==> src/rtl/ras_pkg.sv <==
package ras_pkg;
  typedef enum logic {
    MODE_ARITH = 1'b0,
    MODE_COUNT = 1'b1
  } ras_mode_e;

  // carry that starts a segment when not cascaded
  function automatic logic seg_start_carry(input logic cnt, input logic ctl, input logic cin_ext);
    if (cnt) return ~ctl;          // up: +1 via carry, down: add all-ones
    else     return ctl ? 1'b1 : cin_ext;
  endfunction
endpackage

==> src/rtl/ras_bit_cell.sv <==
module ras_bit_cell (
  input  logic x_i,
  input  logic y_i,
  input  logic ci_i,
  output logic s_o,
  output logic co_o
);
  logic prop, gen;
  assign prop = x_i ^ y_i;
  assign gen  = x_i & y_i;
  assign co_o = prop ? ci_i : gen;
  assign s_o  = prop ^ ci_i;
endmodule

==> src/rtl/ras_nibble.sv <==
module ras_nibble #(
  parameter int unsigned NIB_W = 4
) (
  input  logic             cnt_i,
  input  logic             ctl_i,
  input  logic [NIB_W-1:0] opa_i,
  input  logic [NIB_W-1:0] opb_i,
  input  logic             cin_ext_i,
  input  logic             cin_chain_i,
  input  logic             cascade_i,
  output logic [NIB_W-1:0] sum_o,
  output logic             co_o
);
  import ras_pkg::*;

  logic [NIB_W-1:0] y_eff;
  logic [NIB_W:0]   chain;

  always_comb begin
    if (cnt_i)      y_eff = {NIB_W{ctl_i}};
    else if (ctl_i) y_eff = ~opb_i;
    else            y_eff = opb_i;
  end

  assign chain[0] = cascade_i ? cin_chain_i : seg_start_carry(cnt_i, ctl_i, cin_ext_i);

  for (genvar i = 0; i < NIB_W; i++) begin : g_cell
    ras_bit_cell u_cell (
      .x_i (opa_i[i]),
      .y_i (y_eff[i]),
      .ci_i(chain[i]),
      .s_o (sum_o[i]),
      .co_o(chain[i+1])
    );
  end

  assign co_o = chain[NIB_W];
endmodule

==> src/rtl/ras_count_reg.sv <==
module ras_count_reg #(
  parameter int unsigned W     = 8,
  parameter int unsigned NSEG  = 2
) (
  input  logic            clk_i,
  input  logic            rst_ni,
  input  logic            cnt_i,
  input  logic            load_i,
  input  logic [W-1:0]    din_i,
  input  logic [W-1:0]    next_i,
  input  logic [NSEG-1:0] co_i,
  output logic [W-1:0]    q_o,
  output logic [NSEG-1:0] rco_o
);
  logic advance;
  assign advance = cnt_i & ~load_i;

  always_ff @(posedge clk_i or negedge rst_ni) begin
    if (!rst_ni) begin
      q_o   <= '0;
      rco_o <= '0;
    end else begin
      if (load_i)       q_o <= din_i;
      else if (advance) q_o <= next_i;
      if (advance)      rco_o <= co_i;
    end
  end

  AST_LOAD_PRIO: assert property (@(posedge clk_i) disable iff (!rst_ni)
    load_i |=> (q_o == $past(din_i)));
  AST_COUNT_STEP: assert property (@(posedge clk_i) disable iff (!rst_ni)
    advance |=> (q_o == $past(next_i)));
  AST_RCO_CAPTURE: assert property (@(posedge clk_i) disable iff (!rst_ni)
    advance |=> (rco_o == $past(co_i)));
  AST_RCO_HOLD: assert property (@(posedge clk_i) disable iff (!rst_ni)
    !advance |=> $stable(rco_o));
  AST_ARITH_HOLD: assert property (@(posedge clk_i) disable iff (!rst_ni)
    (!cnt_i && !load_i) |=> $stable(q_o));
endmodule

==> src/rtl/ripple_arith_slice.sv <==
module ripple_arith_slice #(
  parameter int unsigned NIB_W   = 4,
  parameter int unsigned NUM_NIB = 2,
  localparam int unsigned W      = NIB_W * NUM_NIB
) (
  input  logic               clk_i,
  input  logic               rst_ni,
  input  logic               cnt_mode_i,
  input  logic               split_i,
  input  logic [NUM_NIB-1:0] ctl_i,
  input  logic [W-1:0]       a_i,
  input  logic [W-1:0]       b_i,
  input  logic               cin_i,
  input  logic               load_i,
  input  logic [W-1:0]       din_i,
  output logic [W-1:0]       result_o,
  output logic [W-1:0]       q_o,
  output logic [NUM_NIB-1:0] cout_o,
  output logic [NUM_NIB-1:0] reg_cout_o
);
  import ras_pkg::*;

  ras_mode_e      mode;
  logic [W-1:0]   opa;
  logic [W-1:0]   next_val;
  logic [NUM_NIB-1:0] seg_ctl;

  assign mode = cnt_mode_i ? MODE_COUNT : MODE_ARITH;
  assign opa  = (mode == MODE_COUNT) ? q_o : a_i;

  for (genvar k = 0; k < NUM_NIB; k++) begin : g_nib
    logic chain_in;
    if (k == 0) begin : g_first
      assign chain_in = 1'b0;
    end else begin : g_rest
      assign chain_in = cout_o[k-1];
    end
    assign seg_ctl[k] = split_i ? ctl_i[k] : ctl_i[0];

    ras_nibble #(.NIB_W(NIB_W)) u_nib (
      .cnt_i      (mode == MODE_COUNT),
      .ctl_i      (seg_ctl[k]),
      .opa_i      (opa[k*NIB_W +: NIB_W]),
      .opb_i      (b_i[k*NIB_W +: NIB_W]),
      .cin_ext_i  (cin_i),
      .cin_chain_i(chain_in),
      .cascade_i  (~split_i && (k != 0)),
      .sum_o      (next_val[k*NIB_W +: NIB_W]),
      .co_o       (cout_o[k])
    );
  end

  assign result_o = next_val;

  ras_count_reg #(.W(W), .NSEG(NUM_NIB)) u_reg (
    .clk_i (clk_i),
    .rst_ni(rst_ni),
    .cnt_i (mode == MODE_COUNT),
    .load_i(load_i),
    .din_i (din_i),
    .next_i(next_val),
    .co_i  (cout_o),
    .q_o   (q_o),
    .rco_o (reg_cout_o)
  );

  AST_FULL_ADD: assert property (@(posedge clk_i) disable iff (!rst_ni)
    (!cnt_mode_i && !split_i && !ctl_i[0]) |->
      ({cout_o[NUM_NIB-1], result_o} == ({1'b0, a_i} + {1'b0, b_i} + (W+1)'(cin_i))));
  AST_FULL_SUB: assert property (@(posedge clk_i) disable iff (!rst_ni)
    (!cnt_mode_i && !split_i && ctl_i[0]) |->
      ((result_o == W'(a_i - b_i)) && (cout_o[NUM_NIB-1] == (a_i >= b_i))));
  AST_FULL_UP: assert property (@(posedge clk_i) disable iff (!rst_ni)
    (cnt_mode_i && !split_i && !ctl_i[0]) |-> (result_o == W'(q_o + 1'b1)));
  AST_FULL_DOWN: assert property (@(posedge clk_i) disable iff (!rst_ni)
    (cnt_mode_i && !split_i && ctl_i[0]) |-> (result_o == W'(q_o - 1'b1)));
endmodule

==> config.mk <==
export PLATFORM = sky130hd
export DESIGN_NAME = ripple_arith_slice
export DESIGN_NICKNAME = d
export VERILOG_FILES = /design/src/rtl/ras_pkg.sv /design/src/rtl/ras_bit_cell.sv /design/src/rtl/ras_nibble.sv /design/src/rtl/ras_count_reg.sv /design/src/rtl/ripple_arith_slice.sv
export SDC_FILE = /design/constraint.sdc
export NUM_CORES = 1
export LEC_CHECK = 0
export BUFFER_PORTS_ARGS = -buffer_cell sky130_fd_sc_hd__buf_2
export CAP_MARGIN = 0
export CORE_MARGIN = 2
export CORE_UTILIZATION = 45
export CTS_CLUSTER_DIAMETER = 80
export DETAILED_ROUTE_END_ITERATION = 16
export PLACE_DENSITY = 0.86
export REMOVE_ABC_BUFFERS = 1
export SYNTH_ARGS = -nofsm -noshare
export SYNTH_HDL_FRONTEND = slang
export SYNTH_SLANG_ARGS = --single-unit
==> constraint.sdc <==
create_clock -name clk_i -period 12.42 [get_ports clk_i]
set_input_delay 2.484 -clock clk_i [delete_from_list [all_inputs] [get_ports clk_i]]
set_output_delay 2.484 -clock clk_i [all_outputs]
set_load 0.01 [all_outputs]
Yosys cells after proc, flatten, opt, wreduce, memory -nomap -nowiden --
Index checks and enable logic that the tools add are counted.
Word-level totals: register bits after elaboration 10, input port bits 32
Operators by class: multiplexer cells 22, bitwise gates (word level) 30, reductions and logical operators 1
Operator list (number):
- $mux 8 | 3
- $mux 4 | 4
- $xor 1x1->1 | 16
- $mux 1 | 15
- $and 1x1->1 | 9
- $not 4->4 | 2
- $not 1->1 | 3
- $reduce_bool 2->1 | 1

Logic depth before layout (Yosys ltp) --
Gate-level depths: netlist of run 1.
depth in word-level cells 15, mapped depth 16, gate-level depth less buffers 15

Hierarchy --
From an unflattened synthesis of run 1, not the netlist that was laid out.
Unflattened totals: cells, all modules 84, area total of the unflattened synthesis 963.4 sq um
Modules (own cells, without submodules):
- ras_count_reg | times used 1, cells an instance 39, area each 462.9 sq um, sequential area each 250.2 sq um
- ras_nibble | times used 2, cells an instance 12, area each 91.3 sq um, sequential area each 0.0 sq um
- ras_bit_cell | times used 8, cells an instance 1, area each 20.0 sq um, sequential area each 0.0 sq um
- ripple_arith_slice | times used 1, cells an instance 13, area each 157.7 sq um, sequential area each 0.0 sq um

Worst setup path before layout of run 1 --
OpenSTA, ideal clock, no wires.
path type in2out, start point in cnt_mode_i, end point out result_o[7], arrival 6.342 ns, required time 9.936 ns, slack 3.594 ns, cell stages on the path 15, buffers on the path 3, path through buf_6 > buf_8 > mux2i_1 > fa_1 > fa_1 > fa_1 > fa_1 > nor2_1 > a31oi_1 > fa_1 > fa_1 > fa_1 > inv_1 > fa_1 > buf_4
On the way: longest elaborated chain between the ends 12, elaborated cells on any way between the ends 30, those cells by class 14 x mux; 16 x bitwise
RTL lines:
- start: declaration | RTL line ripple_arith_slice.sv:8 | input logic cnt_mode_i,
- $mux 1 (*) | RTL line ripple_arith_slice.sv:28 | assign mode = cnt_mode_i ? MODE_COUNT : MODE_ARITH;
- $mux 8 / $mux 4 (equally long branches) | RTL line ripple_arith_slice.sv:29, ras_nibble.sv:20
- $and 1x1->1 / $xor 1x1->1 (equally long branches) | RTL line ras_bit_cell.sv:10, ras_bit_cell.sv:9
- $mux 1 (4 in series) | RTL line ras_bit_cell.sv:11 | assign co_o = prop ? ci_i : gen;
- $mux 1 | RTL line ras_nibble.sv:25 | assign chain[0] = cascade_i ? cin_chain_i : seg_start_carry(cnt_i, ctl_i, cin_ext_i);
- $mux 1 (3 in series) | RTL line ras_bit_cell.sv:11
- $xor 1x1->1 (*) | RTL line ras_bit_cell.sv:12 | assign s_o = prop ^ ci_i;
- end: declaration | RTL line ripple_arith_slice.sv:16 | output logic [W-1:0] result_o,
Mark *: on every way between the ends. The rest lies on a longest branch, timed or not.

Worst setup path after layout of run 1 --
Ends and elaborated chain as after synthesis.

==> impl_metrics.env, run 1 <==
export IMPL_cts_hold_fix_buffers=0
export IMPL_post_route_period_util_pct=75.45
export IMPL_finalSetupTns_ns=0
export IMPL_ant_nets=0
export IMPL_post_route_cells_drive_above_1_share_pct=41.10
export IMPL_synth_seq_cells=10
export IMPL_ys_flop_type="dfrtp_1"
export IMPL_clk_pin_slew_ns=0.06
export IMPL_setup_viol=0
export IMPL_design_die_area_mm2=0.002717
export IMPL_dr_pass1_iters=4
export IMPL_reg2regPathDepth=14
export IMPL_combPwrFrac_pct=55.3
export IMPL_crit_top_cell="fa_1"
export IMPL_grt_pass1_vias=772
export IMPL_gr_total_overflow=0
export IMPL_syn_area_mm2=0.001042
export IMPL_antenna_found_initial=0
export IMPL_cts_resized=0
export IMPL_critPathBufInv=3
export IMPL_synth_xor_area_share_pct=6.723
export IMPL_holdCritStartpoint="u_reg.rco_o[0]"
export IMPL_remaining_drc_errors=0
export IMPL_fill_cells=211
export IMPL_peakVddDrop_v=0.00009538
export IMPL_synth_fa_ha_area_share_pct=15.37
export IMPL_fin_skew_ns=0.0002641
export IMPL_register_area_um2=250.2
export IMPL_required_ns=9.94
export IMPL_synthCells=107
export IMPL_crit_cells=15
export IMPL_synthArstFlopShare_pct=100.0
export IMPL_path_cells="buf_2 -> nor2b_1 -> xnor2_1 -> fa_1 -> fa_1 -> fa_1 -> fa_1 -> nor2_1 -> a31oi_1 -> fa_1 -> fa_1 -> fa_1 -> inv_1 -> fa_1 -> buf_2"
export IMPL_synth_compound_area_share_pct=7.683
export IMPL_min_path_cells=1
export IMPL_synth_mux_area_share_pct=13.09
export IMPL_synth_top_family_by_area="simple AND/OR/NAND/NOR gates"
export IMPL_synth_warnings=0
export IMPL_clock_sinks=10
export IMPL_rr_endpoint="u_reg.q_o[7]"
export IMPL_hold_viol=0
export IMPL_hold_path_class="reg2reg"
export IMPL_pwr_share_seq_pct=29.5
export IMPL_htreeDepth=1
export IMPL_root_buffer="clkbuf_4"
export IMPL_rsz0062_at_grt="false"
export IMPL_cts_tree="done"
export IMPL_reg2reg_slack_ns=8.06
export IMPL_critPathTopFamily="adder cells"
export IMPL_min_to="u_reg.rco_o[0]"
export IMPL_path_class="in2out"
export IMPL_clock_latency_ns=0.26
export IMPL_hpwl_um=1767
export IMPL_fmax_mhz=106.7
export IMPL_grt_pass1_wl_um=3374
export IMPL_vias=818
export IMPL_maxSlewHeadroom_pct=59.69
export IMPL_initialDrtViolationCount=7
export IMPL_yosysUniqueCellTypes=27
export IMPL_status="finished clean"
export IMPL_cp_max_fo=36
export IMPL_start_kind="input port"
export IMPL_clockPowerShare_pct=15.2
export IMPL_slowest_delay_ns=0.48
export IMPL_tightest_slew_ns=0.6047
export IMPL_cts_buffers=3
export IMPL_initial_core_util_pct=47.57
export IMPL_avgSynthCellArea_um2=9.741
export IMPL_synth_edff_count=0
export IMPL_place_port_buffers=51
export IMPL_wl_per_cell_um=12.52
export IMPL_drv_slew=0
export IMPL_clk_path_buf_depth=2
export IMPL_diodes=0
export IMPL_min_period_ns=9.371
export IMPL_cp_arrival_ns=6.89
export IMPL_grt_start_max_net_pins=37
export IMPL_core_area_mm2=0.002191
export IMPL_post_cts_buffers=0
export IMPL_row_count=17
export IMPL_end_kind="primary output"
export IMPL_area_growth_pct=18.73
export IMPL_p_sw_uw=56.77
export IMPL_powerDensity_mw_per_mm2=117.3
export IMPL_die_w_um=52.13
export IMPL_yosysSeqAreaShare_pct=24.01
export IMPL_multi_input_area_um2=640.6
export IMPL_place_congestion=0.6506
export IMPL_p_int_uw=88.35
export IMPL_die_h_um=52.13
export IMPL_yosys_area_share_simple_pct=18.61
export IMPL_io_pins=52
export IMPL_viasPerCell=4.701
export IMPL_leakage_uw=0.0006259
export IMPL_nets=188
export IMPL_switching_share_pct=39.12
export IMPL_hold_slack_ns=0.5127
export IMPL_track_usage_pct=17.09
export IMPL_total_power_uw=145.1
export IMPL_wl_um=2178
export IMPL_r2r_start="u_reg.q_o[0]"
export IMPL_slowest_stage="buf_2"
export IMPL_cap_violations=0
synthesized netlist by cell type (all sizes together), types with 3 or more instances:
| library cell | instances | area, um2 |
|---|---|---|
| nor2b | 10 | 62.56 |
| mux2i | 9 | 102.6 |
| fa | 8 | 160.2 |
| and2 | 4 | 25.02 |
| buf | 14 | 113.9 |
| nor2 | 5 | 21.27 |
| nand2 | 6 | 22.52 |
| mux2 | 3 | 33.78 |
| o31ai | 4 | 35.03 |
| nand2b | 7 | 43.79 |
| dfrtp | 10 | 250.2 |
| inv | 9 | 33.78 |
| o31a | 3 | 26.28 |
| xnor2 | 8 | 70.07 |
power by group through the flow:
| stage | combinational (uW) | clock [uW] | sequential [uW] |
|---|---|---|---|
| after CTS | 81.8 | 23.5 | 42.9 |
| final | 80.2 | 22.0 | 42.9 |
| after detailed placement | 81.2 | 0 | 43.6 |
| after floorplan | 44.9 | 0 | 46.1 |
| after global placement | 78.6 | 0 | 42.9 |
| after global routing | 91.0 | 24.5 | 43.7 |
routing by layer:
layer / routed length (um) / up-vias / GRT usage [%]
met3: 141 / 2 / 5.460
met5: 0 / - / 0
met2: 1130 / 27 / 28.48
met1: 895 / 381 / 21.92
li1: - / 408 / -
met4: 11 / 0 / 2.632
placed cells by master (no fill, tap or decap):
master    count
and2b_1       1
and2_1        4
mux2i_4       1
mux2_2        3
inv_1         9
mux2i_1       8
o31ai_2       1
a31oi_1       1
a21o_1        1
fa_1          8
o31ai_1       3
clkbuf_4      3
o31a_1        3
nand2_1       6
dfrtp_1      10
xnor2_1       8
nor2_1        4
nor3_1        1
buf_2        51
nand2b_1      7
nor2b_1      10
nor2_2        1
or3_1         1
o21ai_0       1
logic make-up (layout without fill, tap and decap cells):
kind of cell               Yosys count  count (layout)
muxes                               12              12
adders and majority gates            8               8
buffers and inverters               24              63
xor gates and xnor gates             8               8
DFF                                 10              10
and+or+nand+nor                     35              35
AOI/OAI and AO/OA                   10              10
per-stage QoR:
stage	util [%]	std cells	area (um2)	setup WS [ns]
after floorplan	-	92	924.6	3.868
after global placement	55.45	171	1215	3.177
after detailed placement	55.45	171	1215	3.043
after CTS	56.48	174	1237	3.018
after global routing	56.48	174	1237	2.781
final	56.48	174	1237	3.049
worst max-delay path by stage:
stage                  end  startpoint
2_1_floorplan  result_o[7]      b_i[0]
3_3_place_gp   result_o[7]  cnt_mode_i
3_5_place_dp   result_o[7]  cnt_mode_i
4_1_cts        result_o[7]  cnt_mode_i
5_1_grt        result_o[7]  cnt_mode_i
6_report       result_o[7]  cnt_mode_i
registers in the layout (all words and copies together), names as in the netlist:
| signal | cells |
|---|---|
| u_reg.q_o | 8 |
| u_reg.rco_o | 2 |
worst reg2reg max path, cell delays in order (launching register included):
cell and delay [ns]:
dfrtp_1 0.38, mux2i_1 0.12, fa_1 0.46, fa_1 0.41, fa_1 0.40, fa_1 0.42, nor2_1 0.13, a31oi_1 0.06
fa_1 0.38, fa_1 0.39, fa_1 0.37, inv_1 0.07, fa_1 0.42, mux2i_1 0.13, o21ai_0 0.09
final cells by class:
cell class / instances / share of cell area [%]
multi-input cells: 73 / 51.77
inverters: 9 / 2.730
flip-flops and latches: 10 / 20.22
well taps: 28 / 2.831
repair buffers: 51 / 20.63
clock buffers: 3 / 1.820
Power figures use the tool's default switching activity.
==> run 2: changes to the inputs <==
--- a/config.mk
+++ b/config.mk
@@ -5,10 +5,11 @@
 export SDC_FILE = /design/constraint.sdc
 export NUM_CORES = 1
 export LEC_CHECK = 0
+export ABC_AREA = 1
 export BUFFER_PORTS_ARGS = -buffer_cell sky130_fd_sc_hd__buf_2
 export CAP_MARGIN = 0
 export CORE_MARGIN = 2
-export CORE_UTILIZATION = 45
+export CORE_UTILIZATION = 44
 export CTS_CLUSTER_DIAMETER = 80
 export DETAILED_ROUTE_END_ITERATION = 16
 export PLACE_DENSITY = 0.86
==> constraint.sdc (replaced) <==
create_clock -name clk_i -period 9.61 [get_ports clk_i]
set_input_delay 1.922 -clock clk_i [delete_from_list [all_inputs] [get_ports clk_i]]
set_output_delay 1.922 -clock clk_i [all_outputs]
set_load 0.01 [all_outputs]
==> impl_metrics.env, run 2 <==
export IMPL_post_route_period_util_pct=84.09
export IMPL_leakage_uw=0.0006807
export IMPL_required_ns=7.69
export IMPL_grt_pass1_vias=891
export IMPL_dp_cells=190
export IMPL_design_die_area_mm2=0.002558
export IMPL_synth_warnings=0
export IMPL_yosysTopAreaCellShare_pct=26.21
export IMPL_avgSynthCellArea_um2=7.637
export IMPL_regMostFlops="u_reg.q_o"
export IMPL_cp_arrival_ns=6.16
export IMPL_synthCells=125
export IMPL_setup_viol=0
export IMPL_final_common_cell="buf_2"
export IMPL_place_port_buffers=51
export IMPL_root_buffer="clkbuf_4"
export IMPL_layout_cells_non_filler=194
export IMPL_antenna_found_initial=0
export IMPL_core_area_mm2=0.002002
export IMPL_remaining_drc_errors=0
export IMPL_post_cts_buffers=0
export IMPL_synthArstFlopShare_pct=100.0
export IMPL_nets=208
export IMPL_hpwl_um=1955
export IMPL_cp_startpoint="cnt_mode_i"
export IMPL_post_synth_top_area_cell="dfrtp_1"
export IMPL_cts_resized=0
export IMPL_syn_area_um2=954.7
export IMPL_rsz0062_at_grt="false"
export IMPL_hold_viol=0
export IMPL_cts_buffers=3
export IMPL_clk_path_buf_depth=2
export IMPL_htreeDepth=1
export IMPL_crit_end="result_o[7]"
export IMPL_ys_flop_type="dfrtp_1"
export IMPL_end_kind="primary output"
export IMPL_largest_reg_flops=8
export IMPL_vias=947
export IMPL_min_period_ns=8.081
export IMPL_cp_max_fo=13
export IMPL_dr_pass1_iters=4
export IMPL_status="finished clean"
export IMPL_hold_path_class="reg2reg"
export IMPL_final_cell_mix="buf_2, nand2_1, nand3_1, inv_1, dfrtp_1"
export IMPL_area_growth_pct=23.85
export IMPL_powerDensity_mw_per_mm2=161.2
export IMPL_ys_top_cells_by_area="dfrtp_1, nand2_1, fa_1, buf_4, mux2i_1"
export IMPL_cts_tree="done"
export IMPL_yosysSeqAreaShare_pct=26.21
export IMPL_peakVddDrop_v=0.0001041
export IMPL_die_h_um=50.58
export IMPL_drv_slew=0
export IMPL_fin_skew_ns=0.01094
export IMPL_start_kind="input port"
export IMPL_initial_core_util_pct=47.69
export IMPL_diodes=0
export IMPL_post_route_cells_drive_above_1_share_pct=33.53
export IMPL_place_congestion=0.7976
export IMPL_clock_sinks=10
export IMPL_initialDrtViolationCount=13
export IMPL_io_pins=52
export IMPL_rr_endpoint="u_reg.q_o[7]"
export IMPL_gr_total_overflow=0
export IMPL_track_usage_pct=20.72
export IMPL_ant_nets=0
export IMPL_wl_per_cell_um=12.23
export IMPL_viasPerCell=4.881
export IMPL_die_w_um=50.58
export IMPL_reg2reg_slack_ns=5.48
export IMPL_r2r_start="u_reg.q_o[0]"
export IMPL_finalSetupTns_ns=0
export IMPL_clk_pin_slew_ns=0.08
export IMPL_largestRegisters="u_reg.q_o (8), u_reg.rco_o (2)"
export IMPL_synth_seq_cells=10
export IMPL_synth_edff_count=0
export IMPL_cap_violations=0
export IMPL_fmax_mhz=123.7
export IMPL_cts_hold_fix_buffers=0
export IMPL_path_class="in2out"
export IMPL_wl_um=2372
export IMPL_clock_latency_ns=0.27
export IMPL_synth_commonest_cells="nand2_1, nand3_1, buf_4"
export IMPL_tightest_slew_ns=0.7063
export IMPL_grt_start_max_net_pins=14
export IMPL_synth_most_common_cell="nand2_1"
export IMPL_row_count=16
export IMPL_maxSlewHeadroom_pct=52.74
export IMPL_yosysUniqueCellTypes=14
export IMPL_reg2regPathDepth=14
export IMPL_grt_pass1_wl_um=3939
## run 2: cell count changes after synthesis, moves of 4 or more
| cell | before | now |
|---|---|---|
| and2_1 | 4 | 0 |
| nand2_1 | 6 | 44 |
| nand2b_1 | 7 | 0 |
| nand3_1 | 0 | 14 |
| nor2b_1 | 10 | 0 |
| o21ai_0 | 1 | 5 |
| xnor2_1 | 8 | 1 |
## run 2: metrics by stage
step	hold slack (ns)	total power (uW)	area [um2]	setup slack (ns)	utilization, %
finish	0.5136	190.6	1182	1.529	59.06
global route	0.5517	205.2	1182	1.298	59.06
floorplan	0.5359	110.9	857.1	2.094	-
global placement	0.4850	150.2	1146	1.617	57.25
detailed placement	0.5003	152.9	1146	1.506	57.25
CTS	0.5245	193.4	1182	1.499	59.06
## run 2: kinds of logic (layout without fill, tap and decap cells)
family          after synthesis  count (layout)  share of synthesized area, %
simple gates                 62              62                         26.48
buf+inv                      26              68                         15.33
flops                        10              10                         26.21
fa+ha+maj                     8               8                         16.78
compound gates                8               8                         4.193
mux                           7               7                         7.340
xor+xnor                      4               4                         3.670
## run 2: report_power, final
part           internal, uW  total [uW]  switching (uW)
sequential             49.7        55.1            5.34
combinational          40.3        96.3            56.1
clock                  23.0        39.2            16.2
## run 2: metal layers
layer	wire length [um]	global-route usage [%]	up-vias
met1	960	25.43	438
li1	-	-	468
met3	129	1.190	4
met4	42	9.459	0
met2	1238	37.06	37
met5	0	0	-
## run 2: layout make-up
class / instances / area [um2]
clock buffer: 4 / 36.28
fill: 206 / 819.5
inverter: 13 / 48.80
multi-input combinational: 89 / 558.0
sequential: 10 / 250.2
tap: 27 / 33.78
timing repair buffer: 51 / 255.2
## run 2: worst min path at each step
stage | startpoint | endpoint | slack (ns) | cells past startpoint
final | u_reg.rco_o[1] | u_reg.rco_o[1] | 0.51 | 2
after global routing | u_reg.q_o[3] | u_reg.q_o[3] | 0.55 | 2
after floorplan | u_reg.rco_o[1] | u_reg.rco_o[1] | 0.54 | 2
after detailed placement | u_reg.rco_o[1] | u_reg.rco_o[1] | 0.50 | 2
after global placement | u_reg.rco_o[1] | u_reg.rco_o[1] | 0.48 | 2
after CTS | u_reg.rco_o[1] | u_reg.rco_o[1] | 0.52 | 2
## run 2: worst max-delay path, stage by stage
cell and delay [ns]:
buf_2 0.29, xor2_1 0.34, a21oi_1 0.11, fa_1 0.39, fa_1 0.38, fa_1 0.38, fa_1 0.42, nand2_1 0.09
nand2_1 0.06, fa_1 0.38, fa_1 0.39, fa_1 0.36, inv_1 0.07, fa_1 0.42, buf_2 0.16
==> run 3: changes to the inputs <==
--- a/config.mk
+++ b/config.mk
@@ -9,10 +9,10 @@
 export BUFFER_PORTS_ARGS = -buffer_cell sky130_fd_sc_hd__buf_2
 export CAP_MARGIN = 0
 export CORE_MARGIN = 2
-export CORE_UTILIZATION = 44
+export CORE_UTILIZATION = 40
 export CTS_CLUSTER_DIAMETER = 80
 export DETAILED_ROUTE_END_ITERATION = 16
-export PLACE_DENSITY = 0.86
+export PLACE_DENSITY = 0.83
 export REMOVE_ABC_BUFFERS = 1
 export SYNTH_ARGS = -nofsm -noshare
 export SYNTH_HDL_FRONTEND = slang
==> constraint.sdc (replaced) <==
create_clock -name clk_i -period 6.55 [get_ports clk_i]
set_input_delay 1.31 -clock clk_i [delete_from_list [all_inputs] [get_ports clk_i]]
set_output_delay 1.31 -clock clk_i [all_outputs]
set_load 0.01 [all_outputs]
==> impl_metrics.env, run 3 (synthesis gave the netlist of run 2 again) <==
export IMPL_status="finished clean"
export IMPL_grt_pass1_vias=1011
export IMPL_dp_cells=198
export IMPL_nets=215
export IMPL_root_buffer="clkbuf_4"
export IMPL_design_die_area_mm2=0.002794
export IMPL_cts_tree="done"
export IMPL_ant_nets=0
export IMPL_track_usage_pct=21.07
export IMPL_initialDrtViolationCount=16
export IMPL_fin_skew_ns=0.004889
export IMPL_tightest_slew_ns=0.7153
export IMPL_regMostFlops="u_reg.q_o"
export IMPL_gr_total_overflow=0
export IMPL_wl_per_cell_um=13.12
export IMPL_crit_cells=15
export IMPL_final_common_cell="buf_2"
export IMPL_diodes=0
export IMPL_slowest_delay_ns=0.43
export IMPL_place_congestion=0.7562
export IMPL_slowest_stage="fa_1"
export IMPL_grt_pass1_wl_um=4312
export IMPL_largest_reg_flops=8
export IMPL_dr_pass1_iters=5
export IMPL_path_class="in2out"
export IMPL_place_port_buffers=51
export IMPL_fmax_mhz=156.0
export IMPL_cts_buffers=3
export IMPL_leakage_uw=0.0007100
export IMPL_final_cell_mix="buf_2, nand2_1, nand3_1, inv_1, dfrtp_1"
export IMPL_cp_max_fo=6
export IMPL_hold_path_class="reg2reg"
export IMPL_peakVddDrop_v=0.0001569
export IMPL_die_w_um=52.86
export IMPL_crit_top_cell="fa_2"
export IMPL_wl_um=2650
export IMPL_final_cell_area_mm2=0.001249
export IMPL_powerDensity_mw_per_mm2=232.5
export IMPL_die_h_um=52.86
export IMPL_cap_violations=0
export IMPL_rsz0062_at_grt="false"
export IMPL_min_path_cells=2
export IMPL_min_period_ns=6.410
export IMPL_post_route_period_util_pct=97.86
export IMPL_reg2regPathDepth=14
export IMPL_initial_core_util_pct=42.75
export IMPL_multi_input_area_um2=570.5
export IMPL_remaining_drc_errors=0
export IMPL_critPathBufInv=4
export IMPL_layout_cells_non_filler=202
export IMPL_placed_area_mm2=0.001200
export IMPL_hpwl_um=2243
export IMPL_register_area_um2=250.2
export IMPL_start_kind="input port"
export IMPL_antenna_found_initial=0
export IMPL_end_kind="primary output"
export IMPL_setup_viol=0
export IMPL_htreeDepth=1
export IMPL_path_cells="buf_2 -> buf_4 -> mux2i_1 -> fa_2 -> fa_2 -> fa_2 -> fa_2 -> nand2_1 -> nand2_1 -> fa_1 -> fa_2 -> fa_1 -> inv_1 -> fa_1 -> buf_2"
export IMPL_post_route_cells_drive_above_1_share_pct=39.08
export IMPL_viasPerCell=4.782
export IMPL_vias=966
export IMPL_critPathTopFamily="adder cells"
export IMPL_maxSlewHeadroom_pct=52.14
export IMPL_clk_pin_slew_ns=0.07
export IMPL_row_count=17
export IMPL_fill_cells=230
export IMPL_cp_arrival_ns=5.10
export IMPL_drv_slew=0
export IMPL_hold_viol=0
export IMPL_core_area_mm2=0.002233
export IMPL_cts_hold_fix_buffers=0
export IMPL_fin_util_pct=55.91
export IMPL_io_pins=52
export IMPL_required_ns=5.24
export IMPL_clock_latency_ns=0.27
export IMPL_largestRegisters="u_reg.q_o (8), u_reg.rco_o (2)"
export IMPL_clock_sinks=10
export IMPL_grt_start_max_net_pins=12
export IMPL_area_growth_pct=30.80
export IMPL_clk_path_buf_depth=2
==> run 3: tightest hold or removal path: stages, from the launching register on <==
cell and delay [ns]:
dfrtp_1 0.35, o21ai_0 0.08, nand2_1 0.05
==> run 3: final timing paths <==
path	from	to	slack [ns]
worst min register to register	u_reg.rco_o[1]	u_reg.rco_o[1]	0.52
worst min-delay path	u_reg.rco_o[1]	u_reg.rco_o[1]	0.52
max in group asynchronous	rst_ni	u_reg.q_o[2]	5.46
worst max-delay path	cnt_mode_i	result_o[7]	0.14
worst max register to register	u_reg.q_o[0]	u_reg.q_o[7]	2.59
min in group asynchronous	rst_ni	u_reg.q_o[0]	0.89
==> run 3: power breakdown <==
group / total [uW] / internal (uW) / switching, uW / leakage (uW)
logic: 152 / 65.7 / 86.2 / 0.000569
registers: 81.8 / 73.0 / 8.87 / 0.000120
clock network: 56.6 / 33.8 / 22.8 / 0.0000210
==> run 3: what timing repair did <==
| action | in CTS | in global routing |
|---|---|---|
| setup buffers | 0 | 0 |
| endpoints found under the setup margin | 1 | 1 |
| gates resized for setup | 3 | 3 |
==> run 3: through the flow <==
| stage | setup WS [ns] | hold slack, ns | power, uW | TNS (ns) |
|---|---|---|---|---|
| 6_report | 0.1401 | 0.5154 | 290.3 | 0 |
| 3_3_place_gp | 0.005083 | 0.4799 | 225.6 | 0 |
| 3_5_place_dp | -0.1513 | 0.4859 | 232.6 | -0.1513 |
| 4_1_cts | 0.003396 | 0.5091 | 291.0 | 0 |
| 5_1_grt | 0.01483 | 0.5508 | 312.5 | 0 |
| 2_1_floorplan | 0.2576 | 0.5359 | 162.7 | 0 |
==> run 3: routing by layer <==
| layer | vias up | global-route usage (%) | wire [um] | share of wire, % |
|---|---|---|---|---|
| li1 | 479 | - | - | - |
| met1 | 448 | 26.44 | 1068 | 40 |
| met2 | 39 | 38.33 | 1370 | 52 |
| met3 | 0 | 3.107 | 211 | 8.0 |
| met4 | 0 | 3.846 | 0 | 0 |
| met5 | - | 0 | 0 | 0 |
==> run 3: layout make-up <==
class                      count  share of cell area (%)
tap                           28                   2.806
sequential                    10                   20.04
inverter                      13                   3.908
multi-input combinational     89                   45.69
clock buffer                   4                   2.906
timing repair buffer          58                   24.65
